===== src/rtl/uart_irq_pkg.sv =====
package uart_irq_pkg;

    localparam int NSRC  = 7;
    localparam int IDX_W = $clog2(NSRC);

    localparam int SRC_LS  = 0;
    localparam int SRC_RXD = 1;
    localparam int SRC_TMO = 2;
    localparam int SRC_TX  = 3;
    localparam int SRC_MS  = 4;
    localparam int SRC_XS  = 5;
    localparam int SRC_FC  = 6;

    localparam logic [5:0] CODE_NONE = 6'b000001;

    typedef enum logic [0:0] {
        ST_IDLE = 1'b0,
        ST_SHOW = 1'b1
    } arb_st_e;

    function automatic logic [5:0] code_of(input logic [IDX_W-1:0] idx);
        logic [5:0] c;
        case (idx)
            3'd0:    c = 6'b000110;
            3'd1:    c = 6'b000100;
            3'd2:    c = 6'b001100;
            3'd3:    c = 6'b000010;
            3'd4:    c = 6'b000000;
            3'd5:    c = 6'b010000;
            3'd6:    c = 6'b100000;
            default: c = CODE_NONE;
        endcase
        return c;
    endfunction

endpackage


===== src/rtl/uart_irq_rxtmo.sv =====
module uart_irq_rxtmo #(
    parameter int LVL_W = 5,
    parameter int CHB_W = 4
) (
    input  logic             clk,
    input  logic             rst_n,
    input  logic [LVL_W-1:0] rx_lvl_i,
    input  logic             rx_chr_i,
    input  logic             rhr_rd_i,
    input  logic             tick_i,
    input  logic [CHB_W-1:0] chr_bits_i,
    output logic             tmo_o
);
    localparam int TERM_MAX = 4 * ((1 << CHB_W) - 1) + 12;
    localparam int CNT_W    = $clog2(TERM_MAX + 1);

    logic [CNT_W-1:0] cnt_q;
    logic [CNT_W-1:0] term;
    logic             restart;

    assign term    = CNT_W'({chr_bits_i, 2'b00}) + CNT_W'(12);
    assign restart = rhr_rd_i | rx_chr_i | (rx_lvl_i == '0);

    always_ff @(posedge clk or negedge rst_n) begin
        if (!rst_n) begin
            cnt_q <= '0;
        end else if (restart) begin
            cnt_q <= '0;
        end else if (tick_i && (cnt_q < term)) begin
            cnt_q <= cnt_q + CNT_W'(1);
        end
    end

    always_ff @(posedge clk or negedge rst_n) begin
        if (!rst_n) begin
            tmo_o <= 1'b0;
        end else if (rhr_rd_i) begin
            tmo_o <= 1'b0;
        end else if (!restart && tick_i && (cnt_q == term - CNT_W'(1))) begin
            tmo_o <= 1'b1;
        end
    end


    tmo_clr_chk: assert property (@(posedge clk) disable iff (!rst_n)
        rhr_rd_i |=> !tmo_o);


    tmo_tick_chk: assert property (@(posedge clk) disable iff (!rst_n)
        $rose(tmo_o) |-> $past(tick_i));

endmodule


===== src/rtl/uart_irq_srcs.sv =====
module uart_irq_srcs
    import uart_irq_pkg::*;
#(
    parameter int LVL_W = 5
) (
    input  logic             clk,
    input  logic             rst_n,
    input  logic             fifo_mode_i,
    input  logic [LVL_W-1:0] rx_lvl_i,
    input  logic [LVL_W-1:0] rx_trig_i,
    input  logic [LVL_W-1:0] tx_lvl_i,
    input  logic [LVL_W-1:0] tx_trig_i,
    input  logic [3:0]       ls_err_i,
    input  logic [3:0]       ms_chg_i,
    input  logic             xoff_i,
    input  logic             xon_i,
    input  logic             spc_i,
    input  logic             rx_chr_i,
    input  logic             fc_edge_i,
    input  logic             tmo_i,
    input  logic             stat_rd_i,
    input  logic             lsr_rd_i,
    input  logic             msr_rd_i,
    input  logic             thr_wr_i,
    input  logic             rep_vld_i,
    input  logic [IDX_W-1:0] rep_idx_i,
    output logic [NSRC-1:0]  pend_o
);
    logic ls_q, tx_q, ms_q, xoff_q, spc_q, fc_q, tx_prev_q;
    logic rxd, tx_cond, tx_set, rd_tx, rd_xs;

    assign rxd     = fifo_mode_i ? (rx_lvl_i >= rx_trig_i) : (rx_lvl_i != '0);
    assign tx_cond = (tx_lvl_i <= tx_trig_i) || (tx_lvl_i == '0);
    assign tx_set  = tx_cond && !tx_prev_q;
    assign rd_tx   = stat_rd_i && rep_vld_i && (rep_idx_i == IDX_W'(SRC_TX));
    assign rd_xs   = stat_rd_i && rep_vld_i && (rep_idx_i == IDX_W'(SRC_XS));

    always_ff @(posedge clk or negedge rst_n) begin
        if (!rst_n) begin
            ls_q      <= 1'b0;
            tx_q      <= 1'b0;
            ms_q      <= 1'b0;
            xoff_q    <= 1'b0;
            spc_q     <= 1'b0;
            fc_q      <= 1'b0;
            tx_prev_q <= 1'b1;
        end else begin
            ls_q      <= (|ls_err_i) | (ls_q & ~lsr_rd_i);
            tx_q      <= tx_set | (tx_q & ~(thr_wr_i | rd_tx));
            ms_q      <= (|ms_chg_i) | (ms_q & ~msr_rd_i);
            xoff_q    <= xoff_i | (xoff_q & ~(xon_i | rd_xs));
            spc_q     <= spc_i | (spc_q & ~(rx_chr_i | rd_xs));
            fc_q      <= fc_edge_i | (fc_q & ~msr_rd_i);
            tx_prev_q <= tx_cond;
        end
    end

    assign pend_o = {fc_q, xoff_q | spc_q, ms_q, tx_q, tmo_i, rxd, ls_q};


    ls_clr_chk: assert property (@(posedge clk) disable iff (!rst_n)
        (lsr_rd_i && (ls_err_i == 4'b0)) |=> !pend_o[SRC_LS]);


    fc_clr_chk: assert property (@(posedge clk) disable iff (!rst_n)
        (msr_rd_i && !fc_edge_i) |=> !pend_o[SRC_FC]);


    tx_clr_chk: assert property (@(posedge clk) disable iff (!rst_n)
        (thr_wr_i && !tx_set) |=> !pend_o[SRC_TX]);


    ls_set_chk: assert property (@(posedge clk) disable iff (!rst_n)
        (|ls_err_i) |=> pend_o[SRC_LS]);

endmodule


===== src/rtl/uart_irq_arb.sv =====
module uart_irq_arb
    import uart_irq_pkg::*;
(
    input  logic             clk,
    input  logic             rst_n,
    input  logic [NSRC-1:0]  masked_i,
    output logic [5:0]       stat_o,
    output logic             rep_vld_o,
    output logic [IDX_W-1:0] rep_idx_o
);
    arb_st_e          st_q, st_d;
    logic [IDX_W-1:0] cur_q, cur_d, hi;
    logic             any;

    always_comb begin
        hi = '0;
        for (int i = NSRC - 1; i >= 0; i--) begin
            if (masked_i[i]) hi = IDX_W'(i);
        end
    end

    assign any = |masked_i;

    always_comb begin
        st_d  = st_q;
        cur_d = cur_q;
        unique case (st_q)
            ST_IDLE: begin
                if (any) begin
                    st_d  = ST_SHOW;
                    cur_d = hi;
                end
            end
            ST_SHOW: begin
                if (!masked_i[cur_q]) begin
                    if (any) cur_d = hi;
                    else     st_d  = ST_IDLE;
                end
            end
        endcase
    end

    always_ff @(posedge clk or negedge rst_n) begin
        if (!rst_n) begin
            st_q  <= ST_IDLE;
            cur_q <= '0;
        end else begin
            st_q  <= st_d;
            cur_q <= cur_d;
        end
    end

    always_comb begin
        rep_vld_o = any;
        if (st_q == ST_SHOW && masked_i[cur_q]) begin
            rep_idx_o = cur_q;
        end else begin
            rep_idx_o = hi;
        end
        stat_o = any ? code_of(rep_idx_o) : CODE_NONE;
    end


    hold_chk: assert property (@(posedge clk) disable iff (!rst_n)
        (st_q == ST_SHOW && masked_i[cur_q]) |=>
        (!masked_i[$past(cur_q)] || stat_o == $past(stat_o)));

endmodule


===== src/rtl/uart_irq_ctrl.sv =====
module uart_irq_ctrl
    import uart_irq_pkg::*;
#(
    parameter int LVL_W = 5,
    parameter int CHB_W = 4
) (
    input  logic             clk,
    input  logic             rst_n,
    input  logic [6:0]       en_i,
    input  logic             fifo_mode_i,
    input  logic [LVL_W-1:0] rx_lvl_i,
    input  logic [LVL_W-1:0] rx_trig_i,
    input  logic [LVL_W-1:0] tx_lvl_i,
    input  logic [LVL_W-1:0] tx_trig_i,
    input  logic [3:0]       ls_err_i,
    input  logic [3:0]       ms_chg_i,
    input  logic             xoff_i,
    input  logic             xon_i,
    input  logic             spc_i,
    input  logic             rx_chr_i,
    input  logic             fc_edge_i,
    input  logic             bit_tick_i,
    input  logic [CHB_W-1:0] chr_bits_i,
    input  logic             stat_rd_i,
    input  logic             lsr_rd_i,
    input  logic             msr_rd_i,
    input  logic             rhr_rd_i,
    input  logic             thr_wr_i,
    output logic             irq_o,
    output logic [5:0]       stat_o
);
    logic                 tmo;
    logic [NSRC-1:0]      pend, masked;
    logic                 rep_vld;
    logic [IDX_W-1:0]     rep_idx;

    uart_irq_rxtmo #(.LVL_W(LVL_W), .CHB_W(CHB_W)) u_tmo (
        .clk        (clk),
        .rst_n      (rst_n),
        .rx_lvl_i   (rx_lvl_i),
        .rx_chr_i   (rx_chr_i),
        .rhr_rd_i   (rhr_rd_i),
        .tick_i     (bit_tick_i),
        .chr_bits_i (chr_bits_i),
        .tmo_o      (tmo)
    );

    uart_irq_srcs #(.LVL_W(LVL_W)) u_srcs (
        .clk         (clk),
        .rst_n       (rst_n),
        .fifo_mode_i (fifo_mode_i),
        .rx_lvl_i    (rx_lvl_i),
        .rx_trig_i   (rx_trig_i),
        .tx_lvl_i    (tx_lvl_i),
        .tx_trig_i   (tx_trig_i),
        .ls_err_i    (ls_err_i),
        .ms_chg_i    (ms_chg_i),
        .xoff_i      (xoff_i),
        .xon_i       (xon_i),
        .spc_i       (spc_i),
        .rx_chr_i    (rx_chr_i),
        .fc_edge_i   (fc_edge_i),
        .tmo_i       (tmo),
        .stat_rd_i   (stat_rd_i),
        .lsr_rd_i    (lsr_rd_i),
        .msr_rd_i    (msr_rd_i),
        .thr_wr_i    (thr_wr_i),
        .rep_vld_i   (rep_vld),
        .rep_idx_i   (rep_idx),
        .pend_o      (pend)
    );

    assign masked = pend & en_i;
    assign irq_o  = |masked;

    uart_irq_arb u_arb (
        .clk       (clk),
        .rst_n     (rst_n),
        .masked_i  (masked),
        .stat_o    (stat_o),
        .rep_vld_o (rep_vld),
        .rep_idx_o (rep_idx)
    );


    irq_code_chk: assert property (@(posedge clk) disable iff (!rst_n)
        irq_o == !stat_o[0]);


    gate_chk: assert property (@(posedge clk) disable iff (!rst_n)
        (en_i == 7'b0) |-> (!irq_o && stat_o == CODE_NONE));

endmodule


===== config.mk =====
export PLATFORM = sky130hd
export DESIGN_NAME = uart_irq_ctrl
export DESIGN_NICKNAME = d
export VERILOG_FILES = /design/src/rtl/uart_irq_pkg.sv /design/src/rtl/uart_irq_rxtmo.sv /design/src/rtl/uart_irq_srcs.sv /design/src/rtl/uart_irq_arb.sv /design/src/rtl/uart_irq_ctrl.sv
export SDC_FILE = /design/constraint.sdc
export NUM_CORES = 1
export LEC_CHECK = 0
export ABC_AREA = 1
export CAP_MARGIN = 20
export CORE_MARGIN = 8
export CORE_UTILIZATION = 45
export DETAILED_ROUTE_END_ITERATION = 10
export DONT_BUFFER_PORTS = 1
export HOLD_SLACK_MARGIN = 0.05
export PLACE_DENSITY = 0.69
export SLEW_MARGIN = 20
export SYNTH_ARGS = -nofsm -noshare
export SYNTH_HDL_FRONTEND = slang
export SYNTH_HIERARCHICAL = 1
export SYNTH_SLANG_ARGS = --single-unit

===== constraint.sdc =====
create_clock -name clk -period 3.1 [get_ports clk]
set_input_delay 0.62 -clock clk [delete_from_list [all_inputs] [get_ports clk]]
set_output_delay 0.62 -clock clk [all_outputs]
set_load 0.03 [all_outputs]

**Yosys cells after proc, flatten, opt, wreduce, memory -nomap -nowiden**

Cells that the tools add are included.

- Bits in latches: 0
- Bits in read-only memories: 0
- Memories: 0
- Memory bits (writable): 0
- Register bits after elaboration: 19
- Input bits: 53

- Equality and inequality tests: 8
- Bitwise gates (word level): 25
- Mux-type cells: 23
- Div/mod/pow operators: 0
- Add/subtract/negate cells: 3
- Reductions and logical operators: 20
- $lt $le $gt $ge: 4
- Shifts and indexed selects: 0
- Multipliers: 0

Operators with widths:

| operator | count |
|---|---|
| case mux 6 bit (7 select lines) | 1 |
| two-way mux 3 bit | 10 |
| two-way mux 7 bit | 2 |
| OR 1 bit | 12 |
| zero test 5 bit | 2 |
| == test 3 bit (second input constant) | 3 |
| logical AND 1 bit | 8 |
| OR reduction 4 bit | 2 |
| adder 6 x 4 -> 7 bit (second input constant) | 1 |
| adder 7 x 1 -> 7 bit (second input constant) | 1 |
| bitwise AND 7 bit | 1 |
| == test 7 bit | 1 |
| < comparator 7 bit | 1 |
| OR reduction 7 bit | 1 |
| subtractor 7 x 1 -> 7 bit (second input constant) | 1 |
| bitwise AND 1 bit | 6 |
| == test 3 x 2 -> 1 bit (second input constant) | 2 |
| two-way mux 1 bit | 6 |
| two-way mux 6 bit | 1 |
| inverter 1 bit | 6 |
| case mux 3 bit (2 select lines) | 1 |
| >= comparator 5 bit | 1 |
| <= comparator 5 bit | 1 |
| nonzero test 5 bit | 1 |
| 9 further kinds | 11 |

**Logic depth before layout (Yosys ltp)**

Gate-level depths: netlist of the first run.

- Depth in word-level cells: 17
- Mapped depth: 25
- Mapped depth without buffers: 24

**Cells and area by module**

The synthesis of the first run kept the hierarchy.

By module, submodules not included:

| module | instances | sequential area each (um^2) | cells an instance | area each (um^2) |
|---|---|---|---|---|
| uart_irq_rxtmo | 1 | 200.2 | 120 | 833.3 |
| uart_irq_srcs | 1 | 176.4 | 98 | 663.1 |
| uart_irq_arb | 1 | 100.1 | 77 | 496.7 |
| uart_irq_ctrl | 1 | 0.0 | 20 | 75.1 |

**Least setup slack after synthesis of the first run**

Ideal clock, no wire load.

- Path kind: input -> output
- Start: in rx_trig_i[2]
- End: out stat_o[2]
- Data arrival time: 2622 ps
- Path slack: -142 ps
- Required time: 2480 ps
- Cell stages on the path: 17
- Cells stage by stage: inv_1 ha_1 a21oi_1 nand2_1 nand2_1 nand3_1 nand2_1 inv_1 buf_4 nand2_1 inv_1 inv_1 nand4_1 nor2_1 inv_1 nand2_2 nor2_1

RTL lines:

| element | RTL line | RTL |
|---|---|---|
| from (decl) | uart_irq_ctrl.sv:12 | `input logic [LVL_W-1:0] rx_trig_i,` |
| >= comparator 5 bit | uart_irq_srcs.sv:32 | `assign rxd = fifo_mode_i ? (rx_lvl_i >= rx_trig_i) : (rx_lvl_i != '0);` |
| two-way mux 1 bit | uart_irq_srcs.sv:32 |  |
| net u_srcs.rxd | uart_irq_srcs.sv:30 | `logic rxd, tx_cond, tx_set, rd_tx, rd_xs;` |
| bitwise AND 7 bit | uart_irq_ctrl.sv:73 | `assign masked = pend & en_i;` |
| net masked[1] | uart_irq_ctrl.sv:33 | `logic [NSRC-1:0] pend, masked;` |
| OR reduction 7 bit | uart_irq_arb.sv:22 | `assign any = \|masked_i;` |
| net rep_vld | uart_irq_ctrl.sv:34 | `logic rep_vld;` |
| two-way mux 6 bit | uart_irq_arb.sv:60 | `stat_o = any ? code_of(rep_idx_o) : CODE_NONE;` |
| to (decl) | uart_irq_ctrl.sv:30 | `output logic [5:0] stat_o` |

The timed path passes the listed nets, and every way through them passes these cells. The select of a mux whose other input is x is not followed.

**Final worst setup path of the first run**

- Start: in rx_trig_i[2]
- End: out stat_o[1]

- Longest elaborated chain between the ends: 10

RTL lines:

| element | RTL line | RTL |
|---|---|---|
| >= comparator 5 bit * | uart_irq_srcs.sv:32 |  |
| two-way mux 1 bit * | uart_irq_srcs.sv:32 |  |
| net pend[1] | uart_irq_ctrl.sv:33 |  |
| bitwise AND 7 bit * | uart_irq_ctrl.sv:73 |  |
| net masked[1] | uart_irq_ctrl.sv:33 |  |
| binary-select mux 1 bit (select 3 bit) | uart_irq_arb.sv:55 | `if (st_q == ST_SHOW && masked_i[cur_q]) begin` |
| two-way mux 1 bit (not written as such) | uart_irq_arb.sv:55 |  |
| logical AND 1 bit | uart_irq_arb.sv:55 |  |
| two-way mux 3 bit * | uart_irq_arb.sv:55 |  |
| net rep_idx[1] | uart_irq_ctrl.sv:35 | `logic [IDX_W-1:0] rep_idx;` |
| == test 3 bit, or another cell as far along | uart_irq_pkg.sv:23 | `case (idx)` |
| case mux 6 bit (7 select lines) * | uart_irq_pkg.sv:23 |  |
| two-way mux 6 bit * | uart_irq_arb.sv:60 |  |

Mark *: on every way through the listed nets, which the timed path passes. The rest lies on a longest branch. The select of a mux whose other input is x is not followed.

==> reports/results.txt, run 1 <==
Filler cells: 454
Synth Area in Simple Gates: 42.5%
most frequent cells after synthesis: nand2_1 (77), inv_1 (68), nor2_1 (28)
IO buf count: 0
CP peak stage delay: 0.25 ns
drt first-iter violations: 111
Initial Utilization: 47.2%
Routed WL: 4.78 mm
CTS tree: yes
CP bufs+invs: 6
WS Path Type: input pin to output port
full die area: 0.00702 mm^2
die height: 83.8 um
Cell Area, Synth: 0.00207 mm^2
Tcrit/Tclk final: 96.0%
worst r2r path cells: 15
CP Cell Sequence: inv_6, ha_4, nand2_2, inv_2, nand2_1, nand2_1, nand2_1, nand3_1, nand2_1, inv_1, nand2_2, inv_2, inv_2, nand2_2, nand3_2, nand3_4, nand3_4, nand2_2, nand2_2, nand2_2, nand2_2, nor2_2, buf_6
slew margin rel.: 43.2%
Final #Nets: 395
vias in the first global route: 1902
Crit Path Max Fanout: 6
critical path depth: 23
global-route wire length before repair: 8.07 mm
Slowest-stage cell, CP: ha_4
Synth area leaders: dfrtp_1 (22%), nand2_1 (14%), inv_1 (12%)
post-synthesis xor/xnor area fraction: 2.96%
Yosys top cell area share: 21.8%
Register Area: 477 um^2
largest net degree at the start of global routing: 19
Clock Latency Late Sink: 0.25 ns
top_reg_cell synth: dfrtp_1
critical path launch point type: input pin
hold_ws: 0.198 ns
Inserted Clock Buffers: 3
HP Class: input pin to asynchronous set/reset pin
flop2flop setup slack: 1.20 ns
Seq cells post-synth: 19
maxcap violations: 0
most used cell, CP: nand2_2
Rows: 24
Num Clock Sinks: 19
Crit path max-delay family: simple AND/OR/NAND/NOR gates
power density cells: 497 mW/mm^2
Total Power: 0.00114 W
final setup violation count: 0
Worst R2R Start: u_srcs/spc_q$_DFF_PN0_
Synth Area in Compound Gates: 4.60%
f_max: 0.336 GHz
core box area: 0.00438 mm^2
syn avg cell area: 6.57 um^2
Area Growth Syn to Fin: 10.5%
H-tree levels: 1
CTS root buffer: clkbuf_8
Die Wd: 83.8 um
ys async rst share: 100%
gr usage total: 13.1%
number of synthesized flops with an enable pin: 0
syn nets: 387
CP endpoint kind: output port
cell count after synthesis: 315
leading area contributor after synthesis: dfrtp_1
Crit Reg-Reg Endpoint: u_srcs/spc_q$_DFF_PN0_
RePlAce Congestion: 0.877
register area share after synthesis: 23.0%
Critical Path RT: 2.48 ns
# IOs: 60
largest family of logic cells by synthesized area: simple AND/OR/NAND/NOR gates
Final Hold Fails: 0
crit path time final: 2.98 ns
ant diodes: 0
synth warn: 6
layout cell share with drive strength beyond 1: 20.2%
most frequent cell after synthesis: nand2_1
area of the multi-input gates: 0.00133 mm^2
Post-DRT Antenna Nets: 0
clock-pin slew on the worst setup and hold paths: 0.08 ns
DRC: 0
Clock Skews: 0.00429 ns
Cell variety after synth: 28
TNS Setup: 0 ns
Post-DP HPWL: 3.91 mm
RSZ-0062 raised after global routing: yes
maximum VDD drop: 0.250 mV
worst slew pin tran: 0.849 ns
status: finished, final reports clean
Worst EP arrival: 2.36 ns
First-pass DRT Iterations: 4
initial antenna violation count: 0
GRT overflow: 0
multiplexer share of the synthesized area: 0%
Vias/cell: 5.05
CTS max path bufs: 2
Post-Synth Adder-Cell Area: 11.5%
Slew Limit Fails: 0
via count: 1890
DR WL/cell: 12.8 um
Leakage: 1.33 nW
[placed cells by master (no fill, tap or decap), types with 2 or more instances in the layout]
| cell | instances |
|---|---|
| nand3_1 | 26 |
| nand3_4 | 3 |
| a21o_1 | 2 |
| o21ai_0 | 3 |
| inv_2 | 5 |
| nand2_4 | 4 |
| buf_4 | 8 |
| a21oi_1 | 4 |
| ha_4 | 3 |
| nor3_1 | 5 |
| dfrtp_1 | 18 |
| clkbuf_8 | 3 |
| nand3_2 | 5 |
| nand2_1 | 72 |
| o21bai_1 | 2 |
| clkinv_2 | 3 |
| inv_1 | 62 |
| nor2_2 | 4 |
| ha_1 | 16 |
| nor2_1 | 26 |
| xnor2_1 | 2 |
| xor2_1 | 5 |
| nand4_1 | 10 |
| nor4_1 | 2 |
| nand2_2 | 20 |
[logic make-up after synthesis]
kind of cell | after synthesis
DFF | 19
AOI/OAI and AO/OA | 15
and+or+nand+nor | 177
buffers and inverters | 78
xor gates and xnor gates | 7
adders and majority gates | 19
[state kept, by name, summed over array words and instances, names as in the netlist]
signal	cells
u_srcs/tx_q	1
u_srcs/tx_prev_q	1
u_arb/cur_q	3
u_srcs/xoff_q	1
u_srcs/ms_q	1
u_tmo/tmo_o	1
u_tmo/cnt_q	7
u_srcs/fc_q	1
u_arb/st_q	1
u_srcs/spc_q	1
u_srcs/ls_q	1
[per-stage QoR]
stage          instances  setup WS, ns  utilization (%)  area (um^2)
5_1_grt              374       -0.0639             52.1         2280
4_1_cts              372        0.0363             50.1         2190
6_report             374         0.124             52.1         2280
3_5_place_dp         367        0.0434             48.8         2140
2_1_floorplan        315       -0.0661                -         2070
3_3_place_gp         367        0.0774             48.8         2140
[how the worst max path moves through the flow]
stage,slack (ns),endpoint,from
6_report,0.12,stat_o[1],rx_trig_i[2]
4_1_cts,0.04,stat_o[1],rx_trig_i[2]
3_3_place_gp,0.08,stat_o[1],rx_trig_i[2]
5_1_grt,-0.06,stat_o[1],rx_lvl_i[0]
2_1_floorplan,-0.07,stat_o[4],rx_trig_i[2]
3_5_place_dp,0.04,stat_o[1],rx_trig_i[2]
[metal layers]
layer	share of wire (%)	GRT usage (%)	wire length [um]	up-vias
met2	48	22.7	2290	64
li1	-	-	-	988
met5	0	0	0	-
met4	1.1	3.30	53	0
met3	8.3	4.10	398	4
met1	43	15.2	2040	834
[what timing repair did]
action | in CTS | in global routing
hold buffers | 1 | 0
setup buffers | 0 | 2
endpoints found under the setup margin | 0 | 5
hold endpoints to repair | 18 | 0
resized for setup | 0 | 22
[report_power, final]
part           switching [W]  leakage, nW  internal, W  total, W
registers          0.0000320        0.233     0.000275  0.000307
clock network      0.0000849       0.0255    0.0000893  0.000174
logic               0.000416         1.08     0.000238  0.000655
total               0.000533         1.33     0.000603   0.00114
[cell type report]
| type | instances | area share [%] |
|---|---|---|
| Clock buffer | 3 | 1.81 |
| Timing Repair Buffer | 10 | 3.56 |
| Clock inverter | 1 | 0.219 |
| Tap cell | 52 | 2.85 |
| Inverter | 71 | 12.3 |
| Sequential cell | 19 | 20.9 |
| Multi-Input combinational cell | 218 | 58.4 |
[worst reg2reg max path: stages (launching register included)]
cell     delay [ns]
dfrtp_1        0.33
inv_1          0.05
nand2_1        0.06
nand2_1        0.08
inv_1          0.08
inv_1          0.06
nand2_1        0.07
nand3_2        0.10
nand2_4        0.12
nand3_4        0.14
nand2_2        0.12
nand2_2        0.07
buf_4          0.14
nor2_1         0.10
nand3_1        0.11
a21o_1         0.18
No activity file was read; power rests on OpenSTA's default activity.
==> inputs of run 2 (changes only) <==
Settings changed: CORE_ASPECT_RATIO set to 2.
==> run 2 against run 1 <==
Compared with the run above: sequential power about the same; count of clock-buffer cells in the layout unchanged; non-clock buffer count rose by 3; critical path depth fell by 4; setup slack worse by 0.099 ns; maximum frequency fell by 3.2%; clock power about the same; global-route usage down 0.080 points; register-to-register slack worse by 0.04 ns; flip-flop and latch count stayed put; critical path type unchanged.
==> reports/results.txt, run 2 (synthesis results as in run 1) <==
DRC: 0
Final Hold Fails: 0
power density cells: 537 mW/mm^2
Die Wd: 63.9 um
Inserted Clock Buffers: 3
Top Usage Layer GRT: met2
DR WL/cell: 12.7 um
Slew Limit Fails: 0
leading cell type in the layout, fill and taps excluded: nand2_1
f_max: 0.325 GHz
RSZ-0062 raised after global routing: yes
maxcap violations: 0
utilization after layout: 53.0%
status: finished, final reports clean
Non-Filler Cell Area, Final: 0.00239 mm^2
Post-DRT Antenna Nets: 0
GRT overflow: 0
largest register by flop count: u_tmo/cnt_q
layout cell share with drive strength beyond 1: 21.8%
CP endpoint kind: output port
CTS max path bufs: 2
most frequent cells in the layout: nand2_1 (72), inv_1 (61), nand3_1 (26), nor2_1 (24), dfrtp_1 (18)
drt first-iter violations: 89
RePlAce Congestion: 0.833
Vias/cell: 5.03
global-route wire length before repair: 7.93 mm
Initial Utilization: 45.9%
worst slew pin tran: 0.856 ns
Area Growth Syn to Fin: 15.5%
DP Area: 0.00213 mm^2
Worst EP arrival: 2.46 ns
biggest regs: u_tmo/cnt_q: 7 flops, u_arb/cur_q: 3 flops
CTS tree: yes
vias in the first global route: 1891
Crit Path Max Fanout: 4
final setup violation count: 0
placed insts: 369
gr usage total: 13.1%
Routed WL: 4.84 mm
die height: 112 um
met1 Resource Use GR: 15.4%
IO buf count: 0
crit path time final: 3.08 ns
Clock Skews: 0.00800 ns
Filler cells: 439
Clock Latency Late Sink: 0.26 ns
Largest register FFs: 7
H-tree levels: 1
met3 Use GR: 5.03%
Rows: 35
critical path launch point type: input pin
maximum VDD drop: 0.320 mV
CTS root buffer: clkbuf_8
ant diodes: 0
largest net degree at the start of global routing: 19
full die area: 0.00715 mm^2
Leakage: 1.39 nW
First-pass DRT Iterations: 4
Final #Nets: 398
Tcrit/Tclk final: 99.2%
met2 usage: 21.0%
slew margin rel.: 42.7%
initial antenna violation count: 0
Num Clock Sinks: 19
Register Area: 477 um^2
Critical Path RT: 2.48 ns
via count: 1910
WS Path Type: input pin to output port
Non-Filler Instances: 380
Post-DP HPWL: 3.80 mm
area of the multi-input gates: 0.00140 mm^2
HP Class: input pin to asynchronous set/reset pin
Total Power: 0.00128 W
clock-pin slew on the worst setup and hold paths: 0.08 ns
hold_ws: 0.191 ns
# IOs: 60
core box area: 0.00451 mm^2
==> run 2: cell count changes in the layout (fill, tap and decap cells not counted), sizes merged <==
cell / change
buf: +3
inv: +1
clkinv: -1
==> run 2: what timing repair did <==
action | CTS | global route
hold endpoints to repair | 18 | 0
buffers inserted | 0 | 6
hold buffers | 1 | 0
resized for setup | 0 | 40
setup endpoints to repair | 0 | 5
==> run 2: cell type report <==
type | count | share of cell area (%)
clock buffer | 3 | 1.73
clock inverter | 1 | 0.210
inverter | 71 | 11.8
multi-input combinational | 218 | 58.7
sequential | 19 | 20.0
tap | 55 | 2.88
timing repair buffer | 13 | 4.66
==> run 2: through the flow <==
stage / TNS (ns) / worst slack [ns]
final: 0 / 0.0249
after global routing: -0.258 / -0.0901
after CTS: 0 / 0.0165
after detailed placement: 0 / 0.0363
after global placement: 0 / 0.0598
after floorplan: -0.249 / -0.0661
==> run 2: report_power, final <==
group / leakage, nW / internal (W) / switching (W)
clock network: 0.0255 / 0.0000895 / 0.0000858
registers: 0.233 / 0.000275 / 0.0000306
logic: 1.13 / 0.000306 / 0.000496
==> run 2: critical path, cell delays in order <==
cell,delay (ns)
inv_4,0.02
ha_4,0.22
a21oi_1,0.14
nand2_1,0.07
nand2_1,0.06
nand3_1,0.05
nand2_1,0.08
inv_2,0.03
nand2_2,0.06
inv_2,0.04
inv_2,0.07
nand2_1,0.10
a31oi_4,0.23
inv_1,0.12
nand2_4,0.08
nand2_4,0.06
nor2_1,0.20
nor2_4,0.06
buf_6,0.14
==> run 2: per-layer routing <==
layer	vias to the layer above	part of all wire (%)
li1	986	-
met1	850	40
met2	63	48
met3	11	9.5
met4	0	2.3
met5	-	0
==> run 2: worst paths after layout <==
path | start | end | slack, ns | cells after the start
max in group asynchronous | rst_n | u_tmo/cnt_q[0]$_DFFE_PN0P_ | 1.66 | 1
max | rx_trig_i[2] | stat_o[2] | 0.02 | 19
min in group clk | rhr_rd_i | u_tmo/tmo_o$_DFFE_PN0P_ | 0.42 | 1
max reg2reg | u_srcs/spc_q$_DFF_PN0_ | u_srcs/spc_q$_DFF_PN0_ | 1.16 | 15
min reg2reg | u_tmo/tmo_o$_DFFE_PN0P_ | u_tmo/tmo_o$_DFFE_PN0P_ | 0.49 | 2
min | rst_n | u_srcs/tx_prev_q$_DFF_PN1_ | 0.19 | 0
==> inputs of run 3 (changes only) <==
Settings changed: ABC_AREA 1 to 0, CORE_MARGIN 8 to unset.
==> run 3 against run 2 <==
Compared with the run above: the flow now finishes with violations (negative setup slack); setup slack lost 0.19 ns; design area shrank 5.1%; die area shrank 34%; critical path depth shrank 9; clock skew shrank 0.0016 ns; total power shrank 4.3%; via count shrank 9.1%; routed wire length shrank 0.19%; sequential share of layout area grew 1.1 points; synthesized cell count shrank 26%; combinational power shrank 10%; count of clock-buffer cells in the layout grew 1; critical path type unchanged; critical endpoint is now stat_o[1]; highest routed layer unchanged.
==> reports/results.txt, run 3 <==
status: finished, violations left
violated checks: negative setup slack
worst slew pin tran: 0.485 ns
most used cell, CP: o31a_1
Slowest-stage cell, CP: or4_4
setup ws final: -0.169 ns
leading area contributor after synthesis: dfrtp_1
Num Clock Sinks: 19
IO buf count: 0
Rows: 33
Final #Nets: 319
largest register by flop count: u_tmo/cnt_q
Leakage: 1.01 nW
Area Growth Syn to Fin: 13.6%
die height: 96.2 um
Cell Area, Synth: 0.00199 mm^2
WL met3: 134 um
WS Path Type: input pin to output port
TNS Setup: -0.713 ns
critical path launch point type: input pin
syn nets: 304
Total Power: 0.00123 W
Slew Limit Fails: 0
Die Wd: 49.1 um
CP endpoint kind: output port
Initial Utilization: 47.8%
CTS max path bufs: 2
clock-pin slew on the worst setup and hold paths: 0.06 ns
Final Hold Fails: 0
syn avg cell area: 8.60 um^2
core box area: 0.00417 mm^2
highest routed layer: met4
RSZ-0062 raised after global routing: yes
Critical Path RT: 2.48 ns
Crit Path Max Fanout: 4
most frequent cells in the layout: inv_1 (29), ha_1 (19), buf_4 (18), dfrtp_1 (18)
Tcrit/Tclk final: 105%
f_max: 0.306 GHz
Largest register FFs: 7
Filler cells: 421
# IOs: 60
Clock Latency Late Sink: 0.25 ns
maximum VDD drop: 0.316 mV
HP Class: input pin to asynchronous set/reset pin
Synth area leaders: dfrtp_1 (23%), ha_1 (12%), inv_1 (5.6%)
CTS tree: yes
via count: 1736
H-tree levels: 1
Cell variety after synth: 62
gr usage total: 20.7%
CTS root buffer: clkbuf_8
ys async rst share: 100%
Yosys top cell area share: 22.6%
crit path time final: 3.27 ns
register area share after synthesis: 23.9%
CP peak stage delay: 0.50 ns
Vias/cell: 5.83
power density cells: 542 mW/mm^2
number of synthesized flops with an enable pin: 0
Post-DRT Antenna Nets: 0
drt first-iter violations: 31
cell count after synthesis: 232
GRT overflow: 0
initial antenna violation count: 0
slew margin rel.: 67.7%
DRC: 0
global-route wire length before repair: 7.56 mm
most frequent cell after synthesis: inv_1
Worst EP arrival: 2.65 ns
CP Cell Sequence: or4_4, o32a_1, o31a_1, and2_4, nor2_4, o31a_1, buf_4, a21o_1, nand3b_1, a21oi_4
Routed WL: 4.83 mm
CP bufs+invs: 1
biggest regs: u_tmo/cnt_q: 7 flops, u_arb/cur_q: 3 flops
Seq cells post-synth: 19
largest net degree at the start of global routing: 20
top_reg_cell synth: dfrtp_1
hold_ws: 0.0638 ns
synth warn: 6
Inserted Clock Buffers: 3
ant diodes: 0
vias in the first global route: 1727
most frequent cells after synthesis: inv_1 (30), ha_1 (19), dfrtp_1 (18)
full die area: 0.00472 mm^2
DR WL/cell: 16.2 um
Post-DP HPWL: 4.01 mm
final setup violation count: 6
leading cell type in the layout, fill and taps excluded: inv_1
RePlAce Congestion: 0.801
First-pass DRT Iterations: 4
met1 wire length: 1.63 mm
DR WL met2: 2.97 mm
layout cell share with drive strength beyond 1: 23.6%
Clock Skews: 0.00638 ns
Crit path max-delay family: compound AO/OA/AOI/OAI gates
maxcap violations: 0
run 3: cell types whose count changed after synthesis, moves of 5 or more:
cell and delta:
nand2_1 -66, inv_1 -38, nand3_1 -22, nor2_1 -16
nand2_2 -15, o21ai_0 +12, and2_1 +9, a21oi_1 +6
nand3b_1 +6, nand2b_1 +5, nand3_2 -5, nand4_1 -5
run 3: final cells by class:
type                            instances  area [um^2]  share of cell area (%)
Sequential cell                        19          477                    21.0
Inverter                               30          113                    4.97
Tap cell                               52         65.1                    2.87
Multi-Input combinational cell        172         1400                    61.7
Timing Repair Buffer                   21          168                    7.40
Clock buffer                            4         45.0                    1.99
run 3: logic make-up after synthesis:
group,synth area share (%)
and+or+nand+nor,25.2
xor gates and xnor gates,3.07
DFF,23.9
AOI/OAI and AO/OA,22.0
adders and majority gates,11.9
buffers and inverters,10.4
muxes,3.51
run 3: per-stage QoR:
step | cells | utilization (%) | setup slack, ns | cell area, um^2
after floorplan | 232 | - | -0.149 | 2060
after global placement | 287 | 51.2 | -0.170 | 2140
after detailed placement | 287 | 51.2 | -0.180 | 2140
after CTS | 297 | 54.0 | -0.159 | 2250
after global routing | 298 | 54.3 | -0.258 | 2270
final | 298 | 54.3 | -0.169 | 2270
run 3: path summary, 6_finish.rpt:
kind | startpoint | to | slack (ns) | cells after the start
max | rx_lvl_i[0] | stat_o[1] | -0.17 | 10
min | rst_n | u_tmo/cnt_q[2]$_DFFE_PN0P_ | 0.06 | 0
max in group asynchronous | rst_n | u_arb/st_q$_DFF_PN0_ | 2.08 | 1
min reg2reg | u_srcs/xoff_q$_DFF_PN0_ | u_srcs/xoff_q$_DFF_PN0_ | 0.51 | 1
min in group clk | msr_rd_i | u_srcs/ms_q$_DFF_PN0_ | 0.46 | 1
max reg2reg | u_arb/cur_q[1]$_DFFE_PN0P_ | u_srcs/tx_q$_DFF_PN0_ | 0.38 | 11
run 3: report_power, final:
| group | internal [W] | switching [W] |
|---|---|---|
| Sequential | 0.000276 | 0.0000628 |
| Clock | 0.0000911 | 0.0000762 |
| Combinational | 0.000354 | 0.000367 |
| Total | 0.000721 | 0.000506 |
run 3: worst register-to-register path, cell delays in order, from the launching register on:
cell	delay, ns
dfrtp_1	0.56
nand2b_4	0.23
a21o_1	0.21
a221oi_4	0.42
buf_6	0.18
buf_4	0.13
nand2_1	0.05
o21ai_1	0.09
and3_1	0.21
a311oi_2	0.11
a221o_1	0.28
o22a_1	0.15
run 3: what timing repair did:
action / 4_1_cts / 5_1_grt
resized for setup: 8 / 2
pin swaps: 4 / 6
setup endpoints to repair: 7 / 8
endpoints found under the hold margin: 0 / 9
hold buffers: 0 / 1
buffers inserted: 6 / 0
run 3: routing by layer:
layer / GRT usage (%) / up-vias
met4: 8.82 / 0
met3: 1.11 / 6
li1: - / 860
met2: 45.3 / 37
met1: 18.2 / 833
met5: 0 / -
